**config.mk**
```make
export PLATFORM = sky130hd
export DESIGN_NAME = spi_mux_expander
export DESIGN_NICKNAME = d
export VERILOG_FILES = /design/src/rtl/pxp_pkg.sv /design/src/rtl/pxp_spi_word.sv /design/src/rtl/pxp_dig_seq.sv /design/src/rtl/pxp_ana_seq.sv /design/src/rtl/spi_mux_expander.sv
export SDC_FILE = /design/constraint.sdc
export NUM_CORES = 1
export LEC_CHECK = 0
export CAP_MARGIN = 20
export CORE_ASPECT_RATIO = 1.25
export CORE_UTILIZATION = 50
export DETAILED_ROUTE_END_ITERATION = 10
export DONT_BUFFER_PORTS = 1
export PLACE_DENSITY = 0.77
export SYNTH_ARGS = -nofsm -noshare
export SYNTH_HDL_FRONTEND = slang
export SYNTH_SLANG_ARGS = --single-unit
```
**constraint.sdc**
```tcl
create_clock -name clk -period 4.55 [get_ports clk]
set_clock_uncertainty 0.2 [all_clocks]
set_input_delay 0.2275 -clock clk [delete_from_list [all_inputs] [get_ports clk]]
set_output_delay 0.2275 -clock clk [all_outputs]
set_load 0.005 [all_outputs]
```
**src/rtl/pxp_pkg.sv**
```systemverilog
package pxp_pkg;

  // word boundary events produced by the SPI front end
  typedef struct packed {
    logic start;  // chip-select went low
    logic done;   // a full word was received
  } word_evt_t;

  // number of analog modules scanned for a configuration code
  function automatic int unsigned scan_limit(input logic [1:0] cfg,
                                             input int unsigned mods);
    return (32'(cfg) + 32'd1) * (mods / 32'd4);
  endfunction

endpackage

```
**src/rtl/pxp_spi_word.sv**
```systemverilog
module pxp_spi_word
  import pxp_pkg::*;
#(
  parameter int W = 16
) (
  input  logic         clk,
  input  logic         rst_n,
  input  logic         sclk,
  input  logic         cs_n,
  input  logic         mosi,
  output logic         miso,
  input  logic         tx_load,
  input  logic [W-1:0] tx_data,
  output word_evt_t    evt,
  output logic [W-1:0] rx_word
);

  localparam int BCW = $clog2(W);

  // synchronizer stages: bit0 sclk, bit1 cs_n, bit2 mosi
  logic [2:0]     sync1_q, sync2_q;
  logic           sclk_q, cs_q;
  logic [BCW-1:0] bit_q, bit_n;
  logic [W-1:0]   rx_q, rx_n;
  logic [W-1:0]   tx_q, tx_n;
  logic [W-1:0]   rxw_q, rxw_n;
  logic           done_q, done_n;
  logic           start_q, start_n;
  logic           sclk_rise, sclk_fall, cs_lo, cs_fall;

  always_comb begin
    sclk_rise = sync2_q[0] & ~sclk_q;
    sclk_fall = ~sync2_q[0] & sclk_q;
    cs_lo     = ~sync2_q[1];
    cs_fall   = cs_lo & cs_q;

    bit_n   = bit_q;
    rx_n    = rx_q;
    tx_n    = tx_q;
    rxw_n   = rxw_q;
    done_n  = 1'b0;
    start_n = cs_fall;

    if (!cs_lo) begin
      bit_n = '0;
    end else if (sclk_rise) begin
      rx_n  = {rx_q[W-2:0], sync2_q[2]};
      bit_n = BCW'(bit_q + 1'b1);
      if (bit_q == BCW'(W - 1)) begin
        done_n = 1'b1;
        rxw_n  = rx_n;
      end
    end

    if (tx_load) begin
      tx_n = tx_data;
    end else if (cs_lo && sclk_fall) begin
      tx_n = {tx_q[W-2:0], 1'b0};
    end
  end

  always_ff @(posedge clk or negedge rst_n) begin
    if (!rst_n) begin
      sync1_q <= 3'b010;
      sync2_q <= 3'b010;
      sclk_q  <= 1'b0;
      cs_q    <= 1'b1;
      bit_q   <= '0;
      rx_q    <= '0;
      tx_q    <= '0;
      rxw_q   <= '0;
      done_q  <= 1'b0;
      start_q <= 1'b0;
    end else begin
      sync1_q <= {mosi, cs_n, sclk};
      sync2_q <= sync1_q;
      sclk_q  <= sync2_q[0];
      cs_q    <= sync2_q[1];
      bit_q   <= bit_n;
      rx_q    <= rx_n;
      tx_q    <= tx_n;
      rxw_q   <= rxw_n;
      done_q  <= done_n;
      start_q <= start_n;
    end
  end

  assign miso      = tx_q[W-1];
  assign evt.start = start_q;
  assign evt.done  = done_q;
  assign rx_word   = rxw_q;

endmodule

```
**src/rtl/pxp_dig_seq.sv**
```systemverilog
module pxp_dig_seq
  import pxp_pkg::*;
#(
  parameter int W      = 16,
  parameter int CH     = 16,
  parameter int SETTLE = 2
) (
  input  logic                   clk,
  input  logic                   rst_n,
  input  logic                   scan_rst,
  input  word_evt_t              evt,
  input  logic [W-1:0]           rx_word,
  input  logic [W-1:0]           din_line,
  output logic [$clog2(CH)-1:0]  dig_sel,
  output logic [W-1:0]           dout_line,
  output logic                   tx_load,
  output logic [W-1:0]           tx_data
);

  localparam int CHW = $clog2(CH);
  localparam int SW  = $clog2(SETTLE + 1);

  logic [CHW-1:0] cnt_q, cnt_n;
  logic [CHW-1:0] sel_q, sel_n;
  logic [W-1:0]   out_q, out_n;
  logic [SW-1:0]  set_q, set_n;

  always_comb begin
    cnt_n = cnt_q;
    sel_n = sel_q;
    out_n = out_q;
    set_n = set_q;
    if (scan_rst) begin
      cnt_n = '0;
      sel_n = '0;
      out_n = '0;
      set_n = '0;
    end else begin
      if (evt.start) begin
        sel_n = cnt_q;
        out_n = '0;
        set_n = SW'(SETTLE);
      end else if (set_q != '0) begin
        set_n = SW'(set_q - 1'b1);
      end
      if (evt.done) begin
        out_n = rx_word;
        cnt_n = (cnt_q == CHW'(CH - 1)) ? '0 : CHW'(cnt_q + 1'b1);
      end
    end
  end

  always_ff @(posedge clk or negedge rst_n) begin
    if (!rst_n) begin
      cnt_q <= '0;
      sel_q <= '0;
      out_q <= '0;
      set_q <= '0;
    end else begin
      cnt_q <= cnt_n;
      sel_q <= sel_n;
      out_q <= out_n;
      set_q <= set_n;
    end
  end

  // input commons are captured once the new address has settled
  assign tx_load   = (set_q == SW'(1)) & ~scan_rst;
  assign tx_data   = din_line;
  assign dig_sel   = sel_q;
  assign dout_line = out_q;

endmodule

```
**src/rtl/pxp_ana_seq.sv**
```systemverilog
module pxp_ana_seq
  import pxp_pkg::*;
#(
  parameter int MODS = 16,
  parameter int CH   = 16
) (
  input  logic                    clk,
  input  logic                    rst_n,
  input  logic                    scan_rst,
  input  logic [1:0]              scan_cfg,
  input  logic                    word_done,
  output logic [$clog2(CH)-1:0]   ana_sel,
  output logic [MODS-1:0]         ana_en,
  output logic [$clog2(MODS)-1:0] ana_mod,
  output logic [$clog2(MODS):0]   mod_lim
);

  localparam int CHW  = $clog2(CH);
  localparam int MODW = $clog2(MODS);

  logic [1:0]      cfg_q, cfg_n;
  logic [CHW-1:0]  ch_q, ch_n;
  logic [MODW-1:0] mod_q, mod_n;
  logic [MODW:0]   lim;

  always_comb begin
    lim   = (MODW + 1)'(scan_limit(cfg_q, MODS));
    cfg_n = cfg_q;
    ch_n  = ch_q;
    mod_n = mod_q;
    if (scan_rst) begin
      cfg_n = scan_cfg;
      ch_n  = '0;
      mod_n = '0;
    end else if (word_done) begin
      if (ch_q == CHW'(CH - 1)) begin
        ch_n  = '0;
        mod_n = ({1'b0, mod_q} == (lim - 1'b1)) ? '0 : MODW'(mod_q + 1'b1);
      end else begin
        ch_n = CHW'(ch_q + 1'b1);
      end
    end
  end

  always_ff @(posedge clk or negedge rst_n) begin
    if (!rst_n) begin
      cfg_q <= 2'b11;
      ch_q  <= '0;
      mod_q <= '0;
    end else begin
      cfg_q <= cfg_n;
      ch_q  <= ch_n;
      mod_q <= mod_n;
    end
  end

  for (genvar g = 0; g < MODS; g++) begin : g_en
    assign ana_en[g] = (mod_q == MODW'(g));
  end

  assign ana_sel = ch_q;
  assign ana_mod = mod_q;
  assign mod_lim = lim;

endmodule

```
**src/rtl/spi_mux_expander.sv**
```systemverilog
module spi_mux_expander
  import pxp_pkg::*;
#(
  parameter int MODS   = 16,
  parameter int CH     = 16,
  parameter int SETTLE = 2
) (
  input  logic                   clk,
  input  logic                   rst_n,
  input  logic                   scan_rst,
  input  logic [1:0]             scan_cfg,
  input  logic                   spi_sclk,
  input  logic                   spi_cs_n,
  input  logic                   spi_mosi,
  output logic                   spi_miso,
  output logic [MODS-1:0]        dout_line,
  input  logic [MODS-1:0]        din_line,
  output logic [$clog2(CH)-1:0]  dig_sel,
  output logic [$clog2(CH)-1:0]  ana_sel,
  output logic [MODS-1:0]        ana_en
);

  localparam int MODW = $clog2(MODS);

  // reset: asserted asynchronously, released on a clock edge
  logic [1:0] rst_pipe_q;
  logic       rst_i_n;

  always_ff @(posedge clk or negedge rst_n) begin
    if (!rst_n) rst_pipe_q <= 2'b00;
    else        rst_pipe_q <= {rst_pipe_q[0], 1'b1};
  end
  assign rst_i_n = rst_pipe_q[1];

  word_evt_t       evt;
  logic [MODS-1:0] rx_word;
  logic            tx_load;
  logic [MODS-1:0] tx_data;
  logic            word_start, word_done;
  logic [MODW-1:0] ana_mod;
  logic [MODW:0]   mod_lim;

  pxp_spi_word #(.W(MODS)) u_spi (
    .clk     (clk),
    .rst_n   (rst_i_n),
    .sclk    (spi_sclk),
    .cs_n    (spi_cs_n),
    .mosi    (spi_mosi),
    .miso    (spi_miso),
    .tx_load (tx_load),
    .tx_data (tx_data),
    .evt     (evt),
    .rx_word (rx_word)
  );

  pxp_dig_seq #(.W(MODS), .CH(CH), .SETTLE(SETTLE)) u_dig (
    .clk       (clk),
    .rst_n     (rst_i_n),
    .scan_rst  (scan_rst),
    .evt       (evt),
    .rx_word   (rx_word),
    .din_line  (din_line),
    .dig_sel   (dig_sel),
    .dout_line (dout_line),
    .tx_load   (tx_load),
    .tx_data   (tx_data)
  );

  pxp_ana_seq #(.MODS(MODS), .CH(CH)) u_ana (
    .clk       (clk),
    .rst_n     (rst_i_n),
    .scan_rst  (scan_rst),
    .scan_cfg  (scan_cfg),
    .word_done (evt.done),
    .ana_sel   (ana_sel),
    .ana_en    (ana_en),
    .ana_mod   (ana_mod),
    .mod_lim   (mod_lim)
  );

  assign word_start = evt.start;
  assign word_done  = evt.done;

endmodule

```
* Word-level counts from Yosys, hierarchy flattened
Cells that the tools add are included.
Word-level totals: input bits 24, output and inout port bits 41, register bits 99, logic and storage cells 91
Operators by class: eq/ne operators 20, bitwise operators 8, $add $sub $neg 7, multiplexer cells 25, reduce and logical (&&, ||, !) cells 13
Operator list (number):
- $mux W16 | 5
- $mux W4 | 14
- $eq A4 B4 Y1 const B | 11
- $add A4 B1 Y4 const B | 4
- $eq A4 B3 Y1 const B | 4
- $reduce_bool A2 Y1 | 6
- $eq A4 B2 Y1 const B | 2
- $mux W2 | 3
- $reduce_bool A3 Y1 | 2
- $eq A4 B5 Y1 | 1
- $sub A5 B1 Y5 const B | 1
- $and A1 B1 Y1 | 4
- $eq A4 B1 Y1 const B | 1
- $logic_not A4 Y1 | 1
- $not A1 Y1 | 4
- $reduce_and A2 Y1 | 2
- $add A2 B1 Y3 const B | 1
- $mux W1 | 3
- $reduce_and A3 Y1 | 1
- $eq A2 B1 Y1 const B | 1
- $sub A2 B1 Y2 const B | 1
- $logic_and A1 B1 Y1 | 1

* Logic depth before layout (Yosys ltp)
word-level depth 7, depth in mapped cells 7, gate-level depth less buffers 5

* By module
From an unflattened synthesis, not the netlist that was laid out.
Second synthesis, totals: cells, all modules 335, area total of the unflattened synthesis 4320.4 sq um
Modules (own cells, without submodules):
- pxp_spi_word | area an instance 2338.5 sq um, cells each 152, seq. area each 1530.2 sq um, times used 1
- pxp_dig_seq | area an instance 1191.1 sq um, cells each 98, seq. area each 650.6 sq um, times used 1
- pxp_ana_seq | area an instance 737.0 sq um, cells each 82, seq. area each 252.7 sq um, times used 1
- spi_mux_expander | area an instance 53.8 sq um, cells each 3, seq. area each 50.0 sq um, times used 1

* Worst setup path after synthesis
OpenSTA, ideal clock, no wires.
kind register to register, start register u_spi.sclk_q, end register u_spi.rxw_q[10] (netlist: u_spi.rx_word[10]), stages on the path, launching flop included 8, clock period less this slack 1.899 ns, arrival time 1.574 ns, library setup time 0.125 ns, slack 2.651 ns, path buffers 3, required time 4.225 ns, cell sequence dfrtp_1 > nor2b_4 > nor2b_4 > buf_6 > and4_4 > buf_8 > buf_12 > mux2_4
Between the ends: cells in the longest elaborated chain, start to end 3
Ends and longest elaborated chain:
- from (decl) | RTL line pxp_spi_word.sv:22 | logic sclk_q, cs_q;
- from (signal assigned) | RTL line pxp_spi_word.sv:77 | sclk_q <= sync2_q[0];
- $not A1 Y1 | RTL line pxp_spi_word.sv:32 | sclk_rise = sync2_q[0] & ~sclk_q;
- $and A1 B1 Y1 | RTL line pxp_spi_word.sv:32
- $reduce_and A3 Y1 (no source line)
- to (signal assigned) | RTL line pxp_spi_word.sv:82 | rxw_q <= rxw_n;
- to (decl) | RTL line pxp_spi_word.sv:26 | logic [W-1:0] rxw_q, rxw_n;
Every way passes these cells. A chain may end at the register's enable or synchronous reset.

* Worst setup path after layout
start register u_spi.sync2_q[0], end register u_spi.rxw_q[5] (netlist: u_spi.rx_word[5])
Between the ends: cells in the longest elaborated chain, start to end 2
Ends and longest elaborated chain:
- from (decl) | RTL line pxp_spi_word.sv:21 | logic [2:0] sync1_q, sync2_q;
- from (signal assigned) | RTL line pxp_spi_word.sv:76 | sync2_q <= sync1_q;
- $and A1 B1 Y1 | RTL line pxp_spi_word.sv:32
- $reduce_and A3 Y1 (no source line)
Every way passes these cells.

==> impl_summary.md <==
Status
The flow ran to the end, and the final reports show no timing, DRC or antenna violations.

Setup path
The cell repeated most along the worst path is sky130_fd_sc_hd__nor2b_4. The reg-to-reg setup timing slack is 2310 ps. The slowest stage of the critical path belongs to the cell sky130_fd_sc_hd__and4_4.

The signal on the critical path passes through nor2b_4 -> nor2b_4 -> and4_4 -> mux2_2. Along the worst path, the maximum fanout reaches 17. The critical path launch point type is a flop. The gate family responsible for the most delay along the worst path is simple AND/OR/NAND/NOR gates. The data arrival time of the critical path is 2280 ps. The critical path in this run is classified as reg -> reg. The startpoint of the worst register-to-register path is u_spi.sync2_q[0]. The startpoint of the most critical setup path is u_spi.sync2_q[0].

STA classifies the critical path endpoint as a flop. STA puts the critical path data required time at 4600 ps. The number of buffer and inverter stages on the critical path is 0. On the worst path, the slowest cell contributes a delay of 490 ps.

Pwr
The total power density per cell area is 399.4 nW/um^2. The worst-case IR drop observed on VDD is 0.2402 mV. Summed over all cells, the static leakage comes to 0.002124 uW.

Clocking
The later pin in the worst-skew pair is clocked with a latency of 370 ps. Post-CTS timing repair inserted 0 buffers for setup. The clock tree root driver cell is sky130_fd_sc_hd__clkbuf_8. The H-tree was split into 3 levels. The CTS tree is done.

Clock-pin slew was measured on the worst setup and hold paths at 90 ps. The longest clock path from root to sink contains 2 buffers. The clock net in this run drives a total of 99 sinks. The number of CTS-inserted buffers is 9.

Yosys
The proportion of synthesized chip area in sequential cells is 59.59%. The average instance in the mapped netlist occupies 12.90 um^2. Of all cell types, the one taking the most synthesized area is sky130_fd_sc_hd__dfrtp_1. By area the synthesized netlist is led by sky130_fd_sc_hd__dfrtp_1 (56%), sky130_fd_sc_hd__mux2_2 (6.8%), sky130_fd_sc_hd__mux2i_1 (5.5%), sky130_fd_sc_hd__a22o_1 (3.4%), sky130_fd_sc_hd__mux2_4 (3.2%). In the synthesized netlist the async set-or-reset flop fraction comes to 100.0%. Summing every instance area after synthesis gives 4168 um^2.

The post-synthesis net count is 356. The synthesized design contains 99 register bits. The most instantiated flip-flop cell in the synthesis netlist is sky130_fd_sc_hd__dfrtp_1.

After synthesis, the netlist uses 39 different library cells. Synthesis produced 323 cells. The top-area cell type share of the netlist area is 56.44%. The Yosys warning count is 0. The number of synthesized flops with an enable pin is 0.

Global routing
The first global-routing pass estimated 12,340 um of wire. The initial antenna violation count was 0. Global routing consumed, over all layers together, 17.99% of the routing resources. Global routing finished with a remaining overflow of 0. The via count of the first global-routing pass was 2,549. The largest net degree at the start of global routing is 52.

STA
The max-slew violation count came to 0. Summed over all failing endpoints, the final setup total negative slack is 0 ps. Measured against its own limit, the worst slew margin works out to 32.85%. The number of setup violations in the final report is 0. The final-report hold violation count was 0. The final critical path time including I/O delays and setup is 2236 ps. The share of the clock period used by the worst path is 49.13%. The maximum clock rate is 0.4473 GHz. At the pin with the least slew margin, the transition time is 1003 ps. Setup repair after global routing left no endpoint under its margin.

Route
Before antenna repair, the detailed router went through 4 iterations. The detail route stage leaves a number of antenna-violating nets equal to 0. The violation count after the first detailed-routing iteration is 158. The total vias in the final route is 2,491. For this block, the routed nets add up to 7244 um of wire. After detailed routing, the number of remaining DRC violations is 0.

The average detailed-routed wire length per instance is 16.24 um. The detail-routed via count per cell is 5.585.

Floorplan
The height of the die is 104.1 um. The total area inside the core boundary comes to 7928 um^2. The I/O pin count is 65. The area of the die is 8707 um^2. Measured along the x axis, the die boundary spans 83.66 um. The floorplan has 36 rows. For this configuration, the core starts out at a cell density of 52.57%.

Finish
Compared with the post-synthesis result, the final layout area differs by 12.19%. The repair_antennas step left the layout with diodes totalling 0. The total area of sequential cells is 2487 um^2. The area of the multi-input gates is 1565 um^2. The layout has 625 filler cells. The final core utilization is 58.98%. The share of post-route cells with drive strength above 1 is 19.09%. With fillers left out, the area of the finished cells amounts to 4676 um^2. After the last flow step, the layout net total stands at 379.

Placement
Detailed placement finished with a half-perimeter wire length of 4610 um. Routability-driven placement finished with a final weighted congestion of 0.7584. Once placement finished, the instance area stood at 4209 um^2. The number of buffer cells added on primary ports is 0.

Hold path
The worst hold path class is in -> reg. The hold path startpoint is scan_rst.

Job
The tool flagged a number of max-cap violations equal to 0.
==> sequential cells by signal, summed over array words and instances, names as in the netlist, 2 cells and up <==
signal,count
u_spi.bit_q,4
u_spi.rx_word,16
u_ana.ana_sel,4
u_spi.sync2_q,3
u_dig.dout_line,16
u_dig.cnt_q,4
u_dig.dig_sel,4
u_ana.ana_mod,4
u_spi.tx_q,16
u_spi.sync1_q,3
u_dig.set_q,2
u_ana.cfg_q,2
rst_pipe_q,2
u_spi.rx_q,15
==> area by class of cell <==
class                   instances  share of cell area, %
repair buffers                 29                  6.155
clock buffers                  11                  3.024
well taps                      95                  2.542
flip-flops and latches         99                  53.20
multi-input cells             201                  33.48
inverters                       6                 0.4817
clock inverters                 5                  1.124
==> synth_stat cells, types with 2 or more instances <==
| library cell | instances |
|---|---|
| sky130_fd_sc_hd__dfrtp_1 | 94 |
| sky130_fd_sc_hd__mux2_2 | 25 |
| sky130_fd_sc_hd__nand2_1 | 24 |
| sky130_fd_sc_hd__mux2i_1 | 23 |
| sky130_fd_sc_hd__nor2_1 | 22 |
| sky130_fd_sc_hd__o21ai_0 | 18 |
| sky130_fd_sc_hd__a22o_1 | 16 |
| sky130_fd_sc_hd__and2_1 | 9 |
| sky130_fd_sc_hd__ha_1 | 9 |
| sky130_fd_sc_hd__mux2_4 | 9 |
| sky130_fd_sc_hd__clkbuf_1 | 7 |
| sky130_fd_sc_hd__a21oi_1 | 6 |
| sky130_fd_sc_hd__inv_1 | 6 |
| sky130_fd_sc_hd__and3_1 | 5 |
| sky130_fd_sc_hd__buf_2 | 5 |
| sky130_fd_sc_hd__dfstp_2 | 5 |
| sky130_fd_sc_hd__xor2_1 | 5 |
| sky130_fd_sc_hd__nor3_1 | 4 |
| sky130_fd_sc_hd__nor2b_1 | 3 |
| sky130_fd_sc_hd__xnor2_1 | 3 |
| sky130_fd_sc_hd__a311oi_1 | 2 |
| sky130_fd_sc_hd__a31o_2 | 2 |
| sky130_fd_sc_hd__a41oi_1 | 2 |
| sky130_fd_sc_hd__nand3_1 | 2 |
| sky130_fd_sc_hd__nor2b_4 | 2 |
| sky130_fd_sc_hd__nor3b_1 | 2 |
==> routing by layer <==
| layer | vias up | global-route usage (%) | wire length, um |
|---|---|---|---|
| li1 | 1169 | - | - |
| met1 | 1259 | 22.45 | 3179 |
| met2 | 51 | 29.97 | 3695 |
| met3 | 12 | 4.127 | 254 |
| met4 | 0 | 7.748 | 114 |
| met5 | - | 0 | 0 |
==> per-stage QoR <==
| step | setup WS (ps) | hold WS [ps] | instances | total power [uW] |
|---|---|---|---|---|
| after floorplan | 1397 | -268.1 | 323 | 1258 |
| after global placement | 2383 | -268.0 | 403 | 1295 |
| after detailed placement | 2323 | -268.0 | 403 | 1314 |
| after CTS | 2300 | 29.25 | 443 | 1889 |
| after global routing | 2189 | 74.18 | 446 | 1974 |
| final | 2314 | 48.36 | 446 | 1867 |
==> final timing paths <==
path,to,depth (start not counted)
worst min register to register,u_dig.dout_line[1],0
min in group asynchronous,u_dig.dout_line[1],0
worst max register to register,u_spi.rx_word[5],4
max in group asynchronous,u_ana.ana_mod[0],1
worst max-delay path,u_spi.rx_word[5],4
worst min-delay path,u_spi.tx_q[10],3
==> what timing repair did <==
action,CTS,global route
hold endpoints to repair,40,2
hold buffers,24,1
setup endpoints to repair,0,0
resized for setup,0,0
==> cells in the final DEF (no fill, tap or decap), types with 3 or more instances in the layout <==
cell | synthesis | final
sky130_fd_sc_hd__ha_1 | 9 | 9
sky130_fd_sc_hd__nor2_1 | 22 | 22
sky130_fd_sc_hd__mux2i_1 | 23 | 23
sky130_fd_sc_hd__o21ai_0 | 18 | 18
sky130_fd_sc_hd__and2_1 | 9 | 9
sky130_fd_sc_hd__inv_1 | 6 | 6
sky130_fd_sc_hd__dlygate4sd3_1 | 0 | 25
sky130_fd_sc_hd__dfrtp_1 | 94 | 93
sky130_fd_sc_hd__xor2_1 | 5 | 5
sky130_fd_sc_hd__xnor2_1 | 3 | 3
sky130_fd_sc_hd__dfstp_2 | 5 | 5
sky130_fd_sc_hd__and3_1 | 5 | 5
sky130_fd_sc_hd__nor3_1 | 4 | 3
sky130_fd_sc_hd__a21oi_1 | 6 | 6
sky130_fd_sc_hd__mux2_4 | 9 | 9
sky130_fd_sc_hd__mux2_2 | 25 | 25
sky130_fd_sc_hd__nand2_1 | 24 | 24
sky130_fd_sc_hd__clkbuf_8 | 0 | 10
sky130_fd_sc_hd__a22o_1 | 16 | 16
sky130_fd_sc_hd__clkinv_2 | 0 | 3
==> cell families (layout without fill, tap and decap cells) <==
family	Yosys count	count (layout)	share of synthesized area, %
flops	99	99	59.59
other cells	1	1	0.08998
fa+ha+maj	9	9	2.702
xor+xnor	8	8	1.681
compound gates	48	48	7.896
buf+inv	23	51	3.152
simple gates	78	78	9.367
mux	57	57	15.52
==> worst reg2reg max path, cell delays in order, from the launching register on <==
cell                      delay [ps]
sky130_fd_sc_hd__dfrtp_1         390
sky130_fd_sc_hd__nor2b_4         210
sky130_fd_sc_hd__nor2b_4         440
sky130_fd_sc_hd__and4_4          490
sky130_fd_sc_hd__mux2_2          380
==> where the power goes <==
part           internal, uW  total, uW  switching [uW]
sequential             1000       1090            88.8
clock                   266        550             283
combinational           120        227             107
total                  1390       1870             479
Note: power is estimated with default switching activity, not from simulation.
